**src/rtl/xbar_pkg.sv**
```systemverilog
package xbar_pkg;

    typedef enum logic [2:0] {
        ST_IDLE  = 3'd0,
        ST_DRIVE = 3'd1,
        ST_TAIL  = 3'd2,
        ST_CONV  = 3'd3,
        ST_WAIT  = 3'd4
    } seq_state_e;

    typedef enum logic {
        DIR_FWD = 1'b0,
        DIR_TRN = 1'b1
    } xdir_e;

    typedef struct packed {
        logic busy;
        logic done;
        logic overrun;
    } seq_flags_t;

    function automatic int max_of(input int a, input int b);
        return (a > b) ? a : b;
    endfunction

endpackage

```
**src/rtl/xbar_lane.sv**
```systemverilog
module xbar_lane #(
    parameter int W = 8
) (
    input  logic         clk,
    input  logic         rst,
    input  logic         load,
    input  logic [W-1:0] len,
    output logic         active,
    output logic         last
);
    logic [W-1:0] cnt_q;

    always_ff @(posedge clk) begin
        if (rst)
            cnt_q <= '0;
        else if (load)
            cnt_q <= len;
        else if (cnt_q != '0)
            cnt_q <= cnt_q - W'(1);
    end

    assign active = (cnt_q != '0);
    assign last   = (cnt_q <= W'(1));

    // A running lane only counts down until it expires
    assert_lane_countdown_R2: assert property (@(posedge clk) disable iff (rst)
        (active && !load) |=> (cnt_q == $past(cnt_q) - W'(1)));
endmodule

```
**src/rtl/xbar_ctrl.sv**
```systemverilog
module xbar_ctrl
    import xbar_pkg::*;
#(
    parameter int TAIL = 3
) (
    input  logic       clk,
    input  logic       rst,
    input  logic       start,
    input  logic       all_last,
    input  logic       conv_done,
    output logic       accept,
    output logic       integ,
    output logic       conv_go,
    output logic       latch,
    output seq_flags_t flags
);
    localparam int TW = max_of($clog2(TAIL + 1), 1);

    seq_state_e   state_q;
    logic [TW-1:0] tcnt_q;
    logic          done_q;
    logic          over_q;

    assign accept  = start && (state_q == ST_IDLE);
    assign integ   = (state_q == ST_DRIVE) || (state_q == ST_TAIL);
    assign conv_go = (state_q == ST_CONV);
    assign latch   = (state_q == ST_WAIT) && conv_done;

    always_ff @(posedge clk) begin
        if (rst) begin
            state_q <= ST_IDLE;
            tcnt_q  <= '0;
        end else begin
            unique case (state_q)
                ST_IDLE:  if (accept) state_q <= ST_DRIVE;
                ST_DRIVE: if (all_last) begin
                    state_q <= ST_TAIL;
                    tcnt_q  <= TW'(TAIL - 1);
                end
                ST_TAIL: begin
                    if (tcnt_q == '0) state_q <= ST_CONV;
                    else tcnt_q <= tcnt_q - TW'(1);
                end
                ST_CONV:  state_q <= ST_WAIT;
                ST_WAIT:  if (conv_done) state_q <= ST_IDLE;
                default:  state_q <= ST_IDLE;
            endcase
        end
    end

    always_ff @(posedge clk) begin
        if (rst) begin
            done_q <= 1'b0;
            over_q <= 1'b0;
        end else begin
            if (accept) done_q <= 1'b0;
            else if (latch) done_q <= 1'b1;
            if (start && state_q != ST_IDLE) over_q <= 1'b1;
        end
    end

    assign flags.busy    = (state_q != ST_IDLE);
    assign flags.done    = done_q;
    assign flags.overrun = over_q;

    assert_strobe_single_R7: assert property (@(posedge clk) disable iff (rst)
        conv_go |=> !conv_go);
    assert_strobe_after_window_R7: assert property (@(posedge clk) disable iff (rst)
        conv_go |-> (!integ && $past(integ)));
    assert_overrun_sticky_R9: assert property (@(posedge clk) disable iff (rst)
        flags.overrun |=> flags.overrun);
    assert_done_idle_R8: assert property (@(posedge clk) disable iff (rst)
        flags.done |-> !flags.busy);
    assert_window_opens_on_accept_R6: assert property (@(posedge clk) disable iff (rst)
        $rose(integ) |-> $past(accept));
endmodule

```
**src/rtl/xbar_results.sv**
```systemverilog
module xbar_results
    import xbar_pkg::*;
#(
    parameter int NR   = 6,
    parameter int NC   = 4,
    parameter int RW   = 16,
    parameter int NMAX = 6,
    parameter int IW   = 3
) (
    input  logic             clk,
    input  logic             rst,
    input  logic             latch,
    input  xdir_e            dir,
    input  logic [NR*RW-1:0] row_adc,
    input  logic [NC*RW-1:0] col_adc,
    input  logic [IW-1:0]    rd_idx,
    output logic [RW-1:0]    rd_data
);
    logic [RW-1:0] res_q [NMAX];

    for (genvar j = 0; j < NMAX; j++) begin : g_res
        logic [RW-1:0] from_row;
        logic [RW-1:0] from_col;
        if (j < NR) begin : g_r
            assign from_row = row_adc[j*RW +: RW];
        end else begin : g_rz
            assign from_row = '0;
        end
        if (j < NC) begin : g_c
            assign from_col = col_adc[j*RW +: RW];
        end else begin : g_cz
            assign from_col = '0;
        end
        always_ff @(posedge clk) begin
            if (rst)
                res_q[j] <= '0;
            else if (latch)
                res_q[j] <= (dir == DIR_TRN) ? from_row : from_col;
        end
    end

    assign rd_data = (int'(rd_idx) < NMAX) ? res_q[rd_idx] : '0;

    assert_results_hold_R8: assert property (@(posedge clk) disable iff (rst)
        !$past(latch) |-> $stable(res_q[0]));
endmodule

```
**src/rtl/xbar_pwm_seq.sv**
```systemverilog
module xbar_pwm_seq
    import xbar_pkg::*;
#(
    parameter int NR   = 6,
    parameter int NC   = 4,
    parameter int W    = 8,
    parameter int RW   = 16,
    parameter int TAIL = 3,
    localparam int NMAX = max_of(NR, NC),
    localparam int IW   = max_of($clog2(NMAX), 1)
) (
    input  logic             clk,
    input  logic             rst,
    input  logic             wr_en,
    input  logic [IW-1:0]    wr_idx,
    input  logic [W-1:0]     wr_data,
    input  logic             start,
    input  logic             dir_sel,
    input  logic             bin_mode,
    input  logic [W-1:0]     unit_len,
    output logic             busy,
    output logic             done,
    output logic             overrun,
    input  logic [IW-1:0]    rd_idx,
    output logic [RW-1:0]    rd_data,
    output logic [NR-1:0]    row_pulse,
    output logic [NC-1:0]    col_pulse,
    output logic             row_sense,
    output logic             col_sense,
    output logic             integ,
    output logic             conv_go_row,
    output logic             conv_go_col,
    input  logic             conv_done,
    input  logic [NR*RW-1:0] row_adc,
    input  logic [NC*RW-1:0] col_adc
);
    localparam int NDATA = NMAX - 1;

    logic [W-1:0] vec_q [NDATA];
    xdir_e        dir_q;
    logic         accept, conv_go, latch;
    seq_flags_t   flags;
    logic [NR-1:0] row_last;
    logic [NC-1:0] col_last;
    logic         fwd_load, trn_load;

    always_ff @(posedge clk) begin
        if (rst) begin
            for (int i = 0; i < NDATA; i++) vec_q[i] <= '0;
        end else if (wr_en && int'(wr_idx) < NDATA) begin
            vec_q[wr_idx] <= wr_data;
        end
    end

    always_ff @(posedge clk) begin
        if (rst) dir_q <= DIR_FWD;
        else if (accept) dir_q <= xdir_e'(dir_sel);
    end

    assign fwd_load = accept && (xdir_e'(dir_sel) == DIR_FWD);
    assign trn_load = accept && (xdir_e'(dir_sel) == DIR_TRN);

    for (genvar r = 0; r < NR; r++) begin : g_row
        logic [W-1:0] len;
        if (r == NR - 1) begin : g_bias
            assign len = bin_mode ? unit_len : '1;
        end else begin : g_data
            assign len = bin_mode ? (vec_q[r][0] ? unit_len : '0) : vec_q[r];
        end
        xbar_lane #(.W(W)) i_lane (
            .clk(clk), .rst(rst), .load(fwd_load), .len(len),
            .active(row_pulse[r]), .last(row_last[r]));
    end

    for (genvar c = 0; c < NC; c++) begin : g_col
        logic [W-1:0] len;
        if (c == NC - 1) begin : g_bias
            assign len = bin_mode ? unit_len : '1;
        end else begin : g_data
            assign len = bin_mode ? (vec_q[c][0] ? unit_len : '0) : vec_q[c];
        end
        xbar_lane #(.W(W)) i_lane (
            .clk(clk), .rst(rst), .load(trn_load), .len(len),
            .active(col_pulse[c]), .last(col_last[c]));
    end

    xbar_ctrl #(.TAIL(TAIL)) i_ctrl (
        .clk(clk), .rst(rst), .start(start),
        .all_last((&row_last) && (&col_last)),
        .conv_done(conv_done), .accept(accept), .integ(integ),
        .conv_go(conv_go), .latch(latch), .flags(flags));

    xbar_results #(.NR(NR), .NC(NC), .RW(RW), .NMAX(NMAX), .IW(IW)) i_res (
        .clk(clk), .rst(rst), .latch(latch), .dir(dir_q),
        .row_adc(row_adc), .col_adc(col_adc),
        .rd_idx(rd_idx), .rd_data(rd_data));

    assign row_sense   = (dir_q == DIR_TRN);
    assign col_sense   = (dir_q == DIR_FWD);
    assign conv_go_row = conv_go && (dir_q == DIR_TRN);
    assign conv_go_col = conv_go && (dir_q == DIR_FWD);
    assign busy        = flags.busy;
    assign done        = flags.done;
    assign overrun     = flags.overrun;

    assert_no_row_drive_in_sense_R5: assert property (@(posedge clk) disable iff (rst)
        row_sense |-> (row_pulse == '0));
    assert_no_col_drive_in_sense_R5: assert property (@(posedge clk) disable iff (rst)
        col_sense |-> (col_pulse == '0));
    assert_pulse_inside_window_R6: assert property (@(posedge clk) disable iff (rst)
        (|{row_pulse, col_pulse}) |-> integ);
    assert_dir_frozen_R10: assert property (@(posedge clk) disable iff (rst)
        (busy && $past(busy)) |-> $stable(dir_q));
endmodule

```
**config.mk**
```make
export PLATFORM = sky130hd
export DESIGN_NAME = xbar_pwm_seq
export DESIGN_NICKNAME = d
export VERILOG_FILES = /design/src/rtl/xbar_pkg.sv /design/src/rtl/xbar_lane.sv /design/src/rtl/xbar_ctrl.sv /design/src/rtl/xbar_results.sv /design/src/rtl/xbar_pwm_seq.sv
export SDC_FILE = /design/constraint.sdc
export NUM_CORES = 1
export LEC_CHECK = 0
export BUFFER_PORTS_ARGS = -buffer_cell sky130_fd_sc_hd__buf_2
export CORE_AREA = 2 2 184 186
export CTS_CLUSTER_SIZE = 24
export DETAILED_ROUTE_END_ITERATION = 7
export DIE_AREA = 0 0 186 188
export GPL_TIMING_DRIVEN = 0
export PLACE_DENSITY = 0.7
export SLEW_MARGIN = 20
export SYNTH_ARGS = -nofsm -noshare
export SYNTH_HDL_FRONTEND = slang
export SYNTH_HIERARCHICAL = 1
export SYNTH_SLANG_ARGS = --single-unit
export TNS_END_PERCENT = 1
```
**constraint.sdc**
```tcl
create_clock -name clk -period 3.6 [get_ports clk]
set_input_delay 0.36 -clock clk [delete_from_list [all_inputs] [get_ports clk]]
set_output_delay 0.36 -clock clk [all_outputs]
set_load 0.01 [all_outputs]
```
; After elaboration in Yosys (flattened, before gate mapping)
; Memory sizes are Yosys's and may differ from the RTL's.
; Index checks and enable logic that the tools add are counted.
[totals]
register_bits = 88
ram_bits = 136
wordCells = 160
n_memories = 2
[op_classes]
add_sub_neg = 11
n_lt_le_gt_ge = 12
eq_ne = 9
muxes = 63
n_bitwise = 8
reduce_logical = 40
[mem_list]
columns = memory, depth, word_bits, rd, rd_clocked_by_memory_dff, wr, line
row1 = i_res.res_q, 6, 16, 1, 0, 6, xbar_results.sv:19  ; logic [RW-1:0] res_q [NMAX];
row2 = vec_q, 5, 8, 5, 0, 5, xbar_pwm_seq.sv:39  ; logic [W-1:0] vec_q [NDATA];
[op_table]
columns = op, n
row1 = two-way mux 8 bit, 32
row2 = two-way mux 16 bit, 13
row3 = "less-or-equal comparator 8 x 1 -> 1 bit, second input constant", 10
row4 = nonzero test 8 bit, 10
row5 = "subtractor 8 x 1 -> 8 bit, second input constant", 10
row6 = nonzero test 2 bit, 11
row7 = two-way mux 3 bit, 5
row8 = one-hot mux 3 bit (5 select lines), 1
row9 = logical AND 1 bit, 9
row10 = two-way mux 1 bit, 9
row11 = "!= test 2 bit, second input constant", 4
row12 = AND reduction 4 bit, 2
row13 = OR reduction 8 bit, 1
row14 = "== test 3 x 2 -> 1 bit, second input constant", 2
row15 = "less-than comparator 3 bit, second input constant", 2
row16 = OR 1 bit, 6
row17 = AND reduction 6 bit, 1
row18 = two-way mux 2 bit, 2
row19 = one-hot mux 2 bit (2 select lines), 1
row20 = "== test 3 x 1 -> 1 bit, second input constant", 1
row21 = "== test 3 bit, second input constant", 1
row22 = logical NOT 3 bit, 1
row23 = AND reduction 3 bit, 1
row24 = nonzero test 3 bit, 1
row25 = 6 further kinds, 7

; Depth between registers and ports, before layout
; Gate-level depths: netlist of the first run.
[logic_depth]
word_depth = 7
mapped_depth = 9

; By module
; Netlist of the first run, hierarchy kept.
[modules_own_cells]
columns = mod, instances, cells_per_inst, area_per_inst_um2, seq_area_each_um2
row1 = xbar_lane, 10, 63, 529.3, 160.2
row2 = xbar_results, 1, 375, 4963.5, 2882.8
row3 = xbar_pwm_seq, 1, 250, 2372.3, 1221.2
row4 = xbar_ctrl, 1, 45, 416.6, 140.1

; Worst setup path after synthesis of the first run
; Ideal clock, no wire load.
[synth_timing]
path_type = reg2reg
startpoint = register i_ctrl.state_q[1]
endpoint = register g_row[0].i_lane.cnt_q[1]
arrival_time_ns = 2.421
t_required_ns = 3.483
slack_ns = 1.061
path_stages_with_launch = 8
path_buffers = 2
path_cell_list = dfxtp_1 > buf_6 > or3_4 > nor2_4 > nor2b_1 > dlymetal6s2s_1 > nor2_1 > a32o_1
[synth_via]
elab_chain_len = 4
elab_cells_between_ends = 5
classes_between = mux (1) / reduce/logical (4)
[synth_rtl]
columns = element, line
row1 = from (decl), xbar_ctrl.sv:19  ; seq_state_e state_q;
row2 = from (signal assigned), xbar_ctrl.sv:31  ; state_q <= ST_IDLE;
row3 = from (signal assigned), xbar_ctrl.sv:35  ; ST_IDLE: if (accept) state_q <= ST_DRIVE;
row4 = from (signal assigned), xbar_ctrl.sv:37  ; state_q <= ST_TAIL;
row5 = logical NOT 3 bit (*), xbar_ctrl.sv:24  ; assign accept = start && (state_q == ST_IDLE);
row6 = logical AND 1 bit (*), xbar_ctrl.sv:24
row7 = named net accept, xbar_pwm_seq.sv:41  ; logic accept, conv_go, latch;
row8 = logical AND 1 bit (*), xbar_pwm_seq.sv:60  ; assign fwd_load = accept && (xdir_e'(dir_sel) == DIR_FWD);
row9 = named net fwd_load, xbar_pwm_seq.sv:45  ; logic fwd_load, trn_load;
row10 = two-way mux 8 bit or nonzero test 2 bit (tied branches), n/a
row11 = to (signal assigned), xbar_lane.sv:17  ; cnt_q <= len;
row12 = to (signal assigned), xbar_lane.sv:19  ; cnt_q <= cnt_q - W'(1);
row13 = to (decl), xbar_lane.sv:11  ; logic [W-1:0] cnt_q;
; The timed path passes the listed nets; every way through them passes the cells marked *.
; A chain may end at the register's enable or synchronous reset.

; Worst setup path after layout of the first run
[layout_timing]
startpoint = register g_row[0].i_lane.cnt_q[4]
endpoint = register i_ctrl.state_q[1]
[layout_via]
elab_chain_len = 5
[layout_rtl]
columns = element, line
row1 = less-or-equal comparator 8 x 1 -> 1 bit, xbar_lane.sv:23  ; assign last = (cnt_q <= W'(1));
row2 = named net row_last[0], xbar_pwm_seq.sv:43  ; logic [NR-1:0] row_last;
row3 = AND reduction 6 bit, xbar_pwm_seq.sv:89  ; .all_last((&row_last) && (&col_last)),
row4 = logical AND 1 bit, xbar_pwm_seq.sv:89
row5 = != test 2 x 1 -> 1 bit (no line), n/a
row6 = AND reduction 4 bit (no line), n/a
row7 = to (signal assigned), xbar_ctrl.sv:44  ; ST_CONV: state_q <= ST_WAIT;
row8 = to (signal assigned), xbar_ctrl.sv:45  ; ST_WAIT: if (conv_done) state_q <= ST_IDLE;
row9 = to (signal assigned), xbar_ctrl.sv:46  ; default: state_q <= ST_IDLE;
; The timed path passes the listed nets, and every way through them passes these cells.

==> results of run 1 <==
-- cell usage in the layout (no fill, tap or decap), drive strengths merged, types with 49 or more instances in the layout --
cell,synthesis,final
buf,65,286
clkbuf,16,49
dfxtp,88,88
edfxtp,136,136
inv,109,109
mux2i,123,123
nand2,62,62
nand3,55,55
nor2,93,93
nor3,72,72
o21ai,91,91
-- layer usage --
metal	vias up	global-route usage
met4	2	0.0694
met5	-	0
met2	359	0.331
met1	5212	0.246
met3	77	0.0274
li1	5300	-
-- registers in the layout, indices dropped and copies added (netlist names) --
name and cells:
i_res/res_q 96, g_row.i_lane/cnt_q 48, vec_q 40, g_col.i_lane/cnt_q 32, i_ctrl/state_q 3, i_ctrl/tcnt_q 2, i_ctrl/done_q 1, i_ctrl/over_q 1
row_sense 1
-- final timing paths --
check                                    endpoint  slack, ns  cells after the start
worst max-delay path            i_ctrl/state_q[1]       0.83                      7
worst min register to register      i_ctrl/over_q       0.47                      2
worst max register to register  i_ctrl/state_q[1]       0.83                      7
worst min-delay path                i_ctrl/over_q       0.12                      3
-- report_power, final --
| part | internal, W | switching (W) |
|---|---|---|
| Clock | 0.00179 | 0.00103 |
| Combinational | 0.00160 | 0.00204 |
| Sequential | 0.00317 | 0.000571 |
-- critical path, delay by kind of cell, from the launching register on --
family | cells | cell delay [ns]
mux | 1 | 0.27
flops | 1 | 0.36
simple gates | 6 | 2.03
-- layout make-up --
| cell class | instances | area, um2 | area share |
|---|---|---|---|
| Buffer | 91 | 698 | 0.0446 |
| Sequential cell | 224 | 5850 | 0.373 |
| Timing Repair Buffer | 221 | 1140 | 0.0725 |
| Multi-Input combinational cell | 876 | 6100 | 0.389 |
| Clock inverter | 14 | 218 | 0.0139 |
| Antenna cell | 1 | 2.50 | 0.000160 |
| Clock buffer | 33 | 698 | 0.0446 |
| Inverter | 109 | 409 | 0.0261 |
| Tap cell | 448 | 561 | 0.0358 |
-- metrics by stage --
stage           util  area [um2]  hold slack, ns
4_1_cts        0.473       15700           0.103
6_report       0.473       15700           0.118
5_1_grt        0.473       15700           0.107
3_5_place_dp   0.445       14800           0.469
3_3_place_gp   0.444       14700           0.449
2_1_floorplan      -       13000           0.425
-- logic make-up after synthesis --
kind of cell,share of synthesized area
buf+inv,0.0849
xor+xnor,0.00739
flops,0.448
mux,0.0952
fa+ha+maj,0.0201
compound gates,0.143
simple gates,0.202
==> summary.txt, run 1 <==
Die
  • Core Area: 33100 um2
  • Die Ht: 188 um
  • Initial Util: 0.394
  • Row Count: 67
  • IO Count: 223
  • Die span in x: 186 um
  • Die area: 35000 um2

Clocking
  • Root buffer cell: clkbuf_16
  • Clock sink total: 224
  • Reg clk slew, reported paths: 0.06 ns
  • CTS tree: built
  • Clk_lat worst skew: 0.54 ns
  • Hold-fix buffers, CTS: 0
  • CTS resizes: 0
  • Htree depth: 1
  • # Post-CTS Setup Buffers: 0
  • CTS Buf Count: 26
  • Max clock buf depth: 3

Flow run
  • Max cap viols: 0

Worst setup path
  • Crit Path Category: reg -> reg
  • CP most frequent cell: nor3_1
  • Crit path DAT: 3.20 ns
  • CP startpoint kind: flip-flop
  • Nature of the critical path endpoint: flip-flop
  • Critical R2R Launch: g_row[0].i_lane/cnt_q[4]
  • Critical Path RT: 4.02 ns
  • Worst path slowest cell: nor4_1
  • Crit-path cells: or4_1 -> nor4_1 -> nand4_1 -> nor3_1 -> nand2_1 -> mux2_2 -> nor3_1
  • Critical path fanouts, max: 8
  • Crit path launch: g_row[0].i_lane/cnt_q[4]
  • Max stage delay on crit path: 0.68 ns

Logic synthesis
  • Top post-synthesis cells by count: edfxtp_1 (136), mux2i_1 (123), inv_1 (109), nor2_1 (92), dfxtp_1 (88)
  • Yosys top cell area share: 0.313
  • Syn Std Cell Area: 13000 um2
  • Main synth FF type: edfxtp_1
  • Count leader, synth: edfxtp_1
  • Post-synth EDFFs: 136
  • Sequential fraction of the synthesis area: 0.448
  • Syn. warnings: 6
  • Mean area per synthesized cell: 10.0 um2
  • Post-synth net total: 1510
  • Ys async rst share: 0
  • Dominant cells by area after synthesis: edfxtp_1 (31%), dfxtp_1 (14%), mux2i_1 (9.4%)
  • Mapped Cells: 1300
  • Post-synthesis cell type count: 57
  • Yosys reg bits: 224
  • Post-synth top area cell: edfxtp_1

STA
  • RSZ-0062 raised after global routing: no
  • Crit path time final: 2.77 ns
  • Max-slew violations: 0
  • Max Clk Rate: 361 MHz
  • Total Negative Setup Slacks: 0 ns
  • Period utilization: 0.770
  • Slack of the critical path: 0.828 ns
  • Worst Tran Pin Value: 0.999 ns
  • Final Hold Viols: 0
  • Post-Route Skew: 0.0332 ns
  • Rel. slew slack: 0.334
  • Setup Viol. Count Final: 0

Global routing
  • Initial antenna violation count: 2
  • First-pass GRT wire length: 53800 um
  • Largest net degree at the start of global routing: 39
  • GRT overflow: 0
  • Vias in the first global route: 10514
  • GRT Resource Usage Total: 0.193

Hold path
  • Hold Crit Class: in -> reg
  • Hold Crit Start: start

Placement
  • PortBufs: 219
  • Hpwl dp: 26000 um
  • Placer congestion estimate: 0.877
  • Dpl cells: 1969
  • Pre-CTS setup slack: 0.759 ns

Detailed routing
  • Drt drc: 0
  • Detailed Route Iter0 Violations: 674
  • DR pass1 iterations: 6
  • Uppermost routed layer: met5
  • Vias: 10950
  • Metal3 WL: 2270 um
  • Drt total wl: 35100 um
  • Vias per cell: 5.43
  • Detail Route Antenna Nets: 0
  • Wire length per cell: 17.4 um
  • Met2 routed WL: 17000 um
  • Met1 WL: 14700 um

Final layout
  • Layout area overhead: 20.1%
  • Share of cells above drive strength 1: 0.253
  • Non-Filler Instances: 2017
  • Fill cell instance count of the final layout: 3087
  • Final nets: 1759

Pwr
  • Pwr/cell area: 651 nW/um2
  • Power Total: 0.0102 W
  • Peak supply drop: 0.000566 V
  • Leakage: 6.40 nW

Outcome
  • Status: finished clean
Power figures use the tool's default switching activity.
==> run 2, diff against run 1 <==
==> constraint.sdc (replaced) <==
create_clock -name clk -period 2.85 [get_ports clk]
set_input_delay 0.285 -clock clk [delete_from_list [all_inputs] [get_ports clk]]
set_output_delay 0.285 -clock clk [all_outputs]
set_load 0.01 [all_outputs]
==> summary.txt, run 2 (same netlist as run 1, synthesis figures left out) <==
STA
  • Crit path time final: 2.66 ns
  • Worst Tran Pin Value: 0.999 ns
  • Post-Route Skew: 0.0322 ns
  • Max Clk Rate: 375 MHz
  • RSZ-0062 raised after global routing: no
  • Final Hold Viols: 0
  • Max-slew violations: 0
  • Setup Viol. Count Final: 0
  • Slack of the critical path: 0.186 ns
  • Rel. slew slack: 0.334
  • Period utilization: 0.935
  • Worst hold slack: 0.0426 ns

Final layout
  • Most frequent cells in the layout: buf_2 (251), edfxtp_1 (136), mux2i_1 (123)
  • Commonest non-fill, non-tap cell in the layout: buf_2
  • Layout area overhead: 20.2%
  • Largest register by flop count: i_res/res_q
  • Final nets: 1759
  • Final core occ: 0.474
  • Max reg flops: 96
  • Share of cells above drive strength 1: 0.254
  • Registers with the most flip-flops: i_res/res_q x96, g_row.i_lane/cnt_q x48, vec_q x40

Die
  • Initial Util: 0.394
  • Die span in x: 186 um
  • Row Count: 67
  • Die Ht: 188 um
  • IO Count: 223
  • Core Area: 33100 um2
  • Die area: 35000 um2

Placement
  • Hpwl dp: 26000 um
  • PortBufs: 219
  • Pre-CTS setup slack: 0.00869 ns
  • Placer congestion estimate: 0.877

Detailed routing
  • Wire length per cell: 17.4 um
  • Drt drc: 0
  • DR pass1 iterations: 5
  • Vias per cell: 5.44
  • Detailed Route Iter0 Violations: 706
  • Drt total wl: 35100 um
  • Detail Route Antenna Nets: 0
  • Vias: 10981

Global routing
  • Initial antenna violation count: 2
  • GRT Resource Usage Total: 0.193
  • First-pass GRT wire length: 53800 um
  • GRT overflow: 0
  • Vias in the first global route: 10517
  • Largest net degree at the start of global routing: 39

Clocking
  • Clock sink total: 224
  • CTS tree: built
  • Clk_lat worst skew: 0.54 ns
  • Root buffer cell: clkbuf_16
  • Reg clk slew, reported paths: 0.06 ns
  • Htree depth: 1
  • CTS Buf Count: 26
  • Hold-fix buffers, CTS: 0
  • Max clock buf depth: 3

Worst setup path
  • Critical path fanouts, max: 8
  • Crit Path Category: reg -> reg
  • CP most frequent cell: nor3_1
  • Crit path DAT: 3.09 ns
  • CP startpoint kind: flip-flop
  • Crit-path cells: or4_1 -> nor4_1 -> nand4_1 -> nor3_1 -> nand2_1 -> mux2_2 -> nor3_1
  • Nature of the critical path endpoint: flip-flop
  • Max stage delay on crit path: 0.63 ns
  • Critical Path RT: 3.27 ns
  • Crit path max-delay family: simple AND/OR/NAND/NOR gates
  • Worst path slowest cell: or4_1
  • Crit path buf inv count: 0

Hold path
  • Hold Crit Class: in -> reg

Outcome
  • Status: finished clean

Pwr
  • Peak supply drop: 0.000708 V
  • Pwr/cell area: 823 nW/um2
  • Leakage: 6.41 nW

Flow run
  • Max cap viols: 0
-- run 2: cell type report --
cell class / instances / area (um2)
Antenna cell: 2 / 5.00
Buffer: 91 / 698
Clock buffer: 33 / 698
Clock inverter: 14 / 218
Fill cell: 3083 / 17400
Inverter: 109 / 409
Multi-Input combinational cell: 876 / 6110
Sequential cell: 224 / 5850
Tap cell: 448 / 561
Timing Repair Buffer: 221 / 1140
-- run 2: per-stage QoR --
step           cell area, um2  cells  total power [W]  setup TNS, ns
4_1_cts                 15700   2016           0.0129              0
6_report                15700   2018           0.0129              0
5_1_grt                 15700   2017           0.0137              0
3_3_place_gp            14700   1967          0.00917         -67.53
2_1_floorplan           13000   1300          0.00801              0
3_5_place_dp            14800   1969          0.00931              0
-- run 2: path summary, 6_finish.rpt --
| kind | startpoint | endpoint | slack [ns] | cells after the start |
|---|---|---|---|---|
| worst max register to register | g_row[2].i_lane/cnt_q[4] | i_ctrl/state_q[1] | 0.19 | 7 |
| worst max-delay path | g_row[2].i_lane/cnt_q[4] | i_ctrl/state_q[1] | 0.19 | 7 |
| worst min-delay path | start | i_ctrl/over_q | 0.04 | 3 |
| worst min register to register | i_ctrl/over_q | i_ctrl/over_q | 0.47 | 2 |
-- run 2: where the power goes --
part	internal [W]	switching, W
logic	0.00203	0.00258
registers	0.00401	0.000726
clock network	0.00227	0.00131
-- run 2: what timing repair did --
| action | 4_1_cts | 5_1_grt |
|---|---|---|
| endpoints found under the setup margin | 1 | 1 |
| pin swaps | 0 | 0 |
| buffers inserted | 0 | 0 |
| gates resized for setup | 1 | 1 |
-- run 2: tightest hold or removal path: cells and delay by family --
family | cells | cell delay (ns)
simple gates | 1 | 0.07
buf+inv | 1 | 0.11
compound gates | 1 | 0.05
-- run 2: layer usage --
metal | wire length (um) | GRT usage
met1 | 14800 | 0.246
met2 | 17000 | 0.331
met3 | 2260 | 0.0274
met4 | 1060 | 0.0694
met5 | 9 | 0
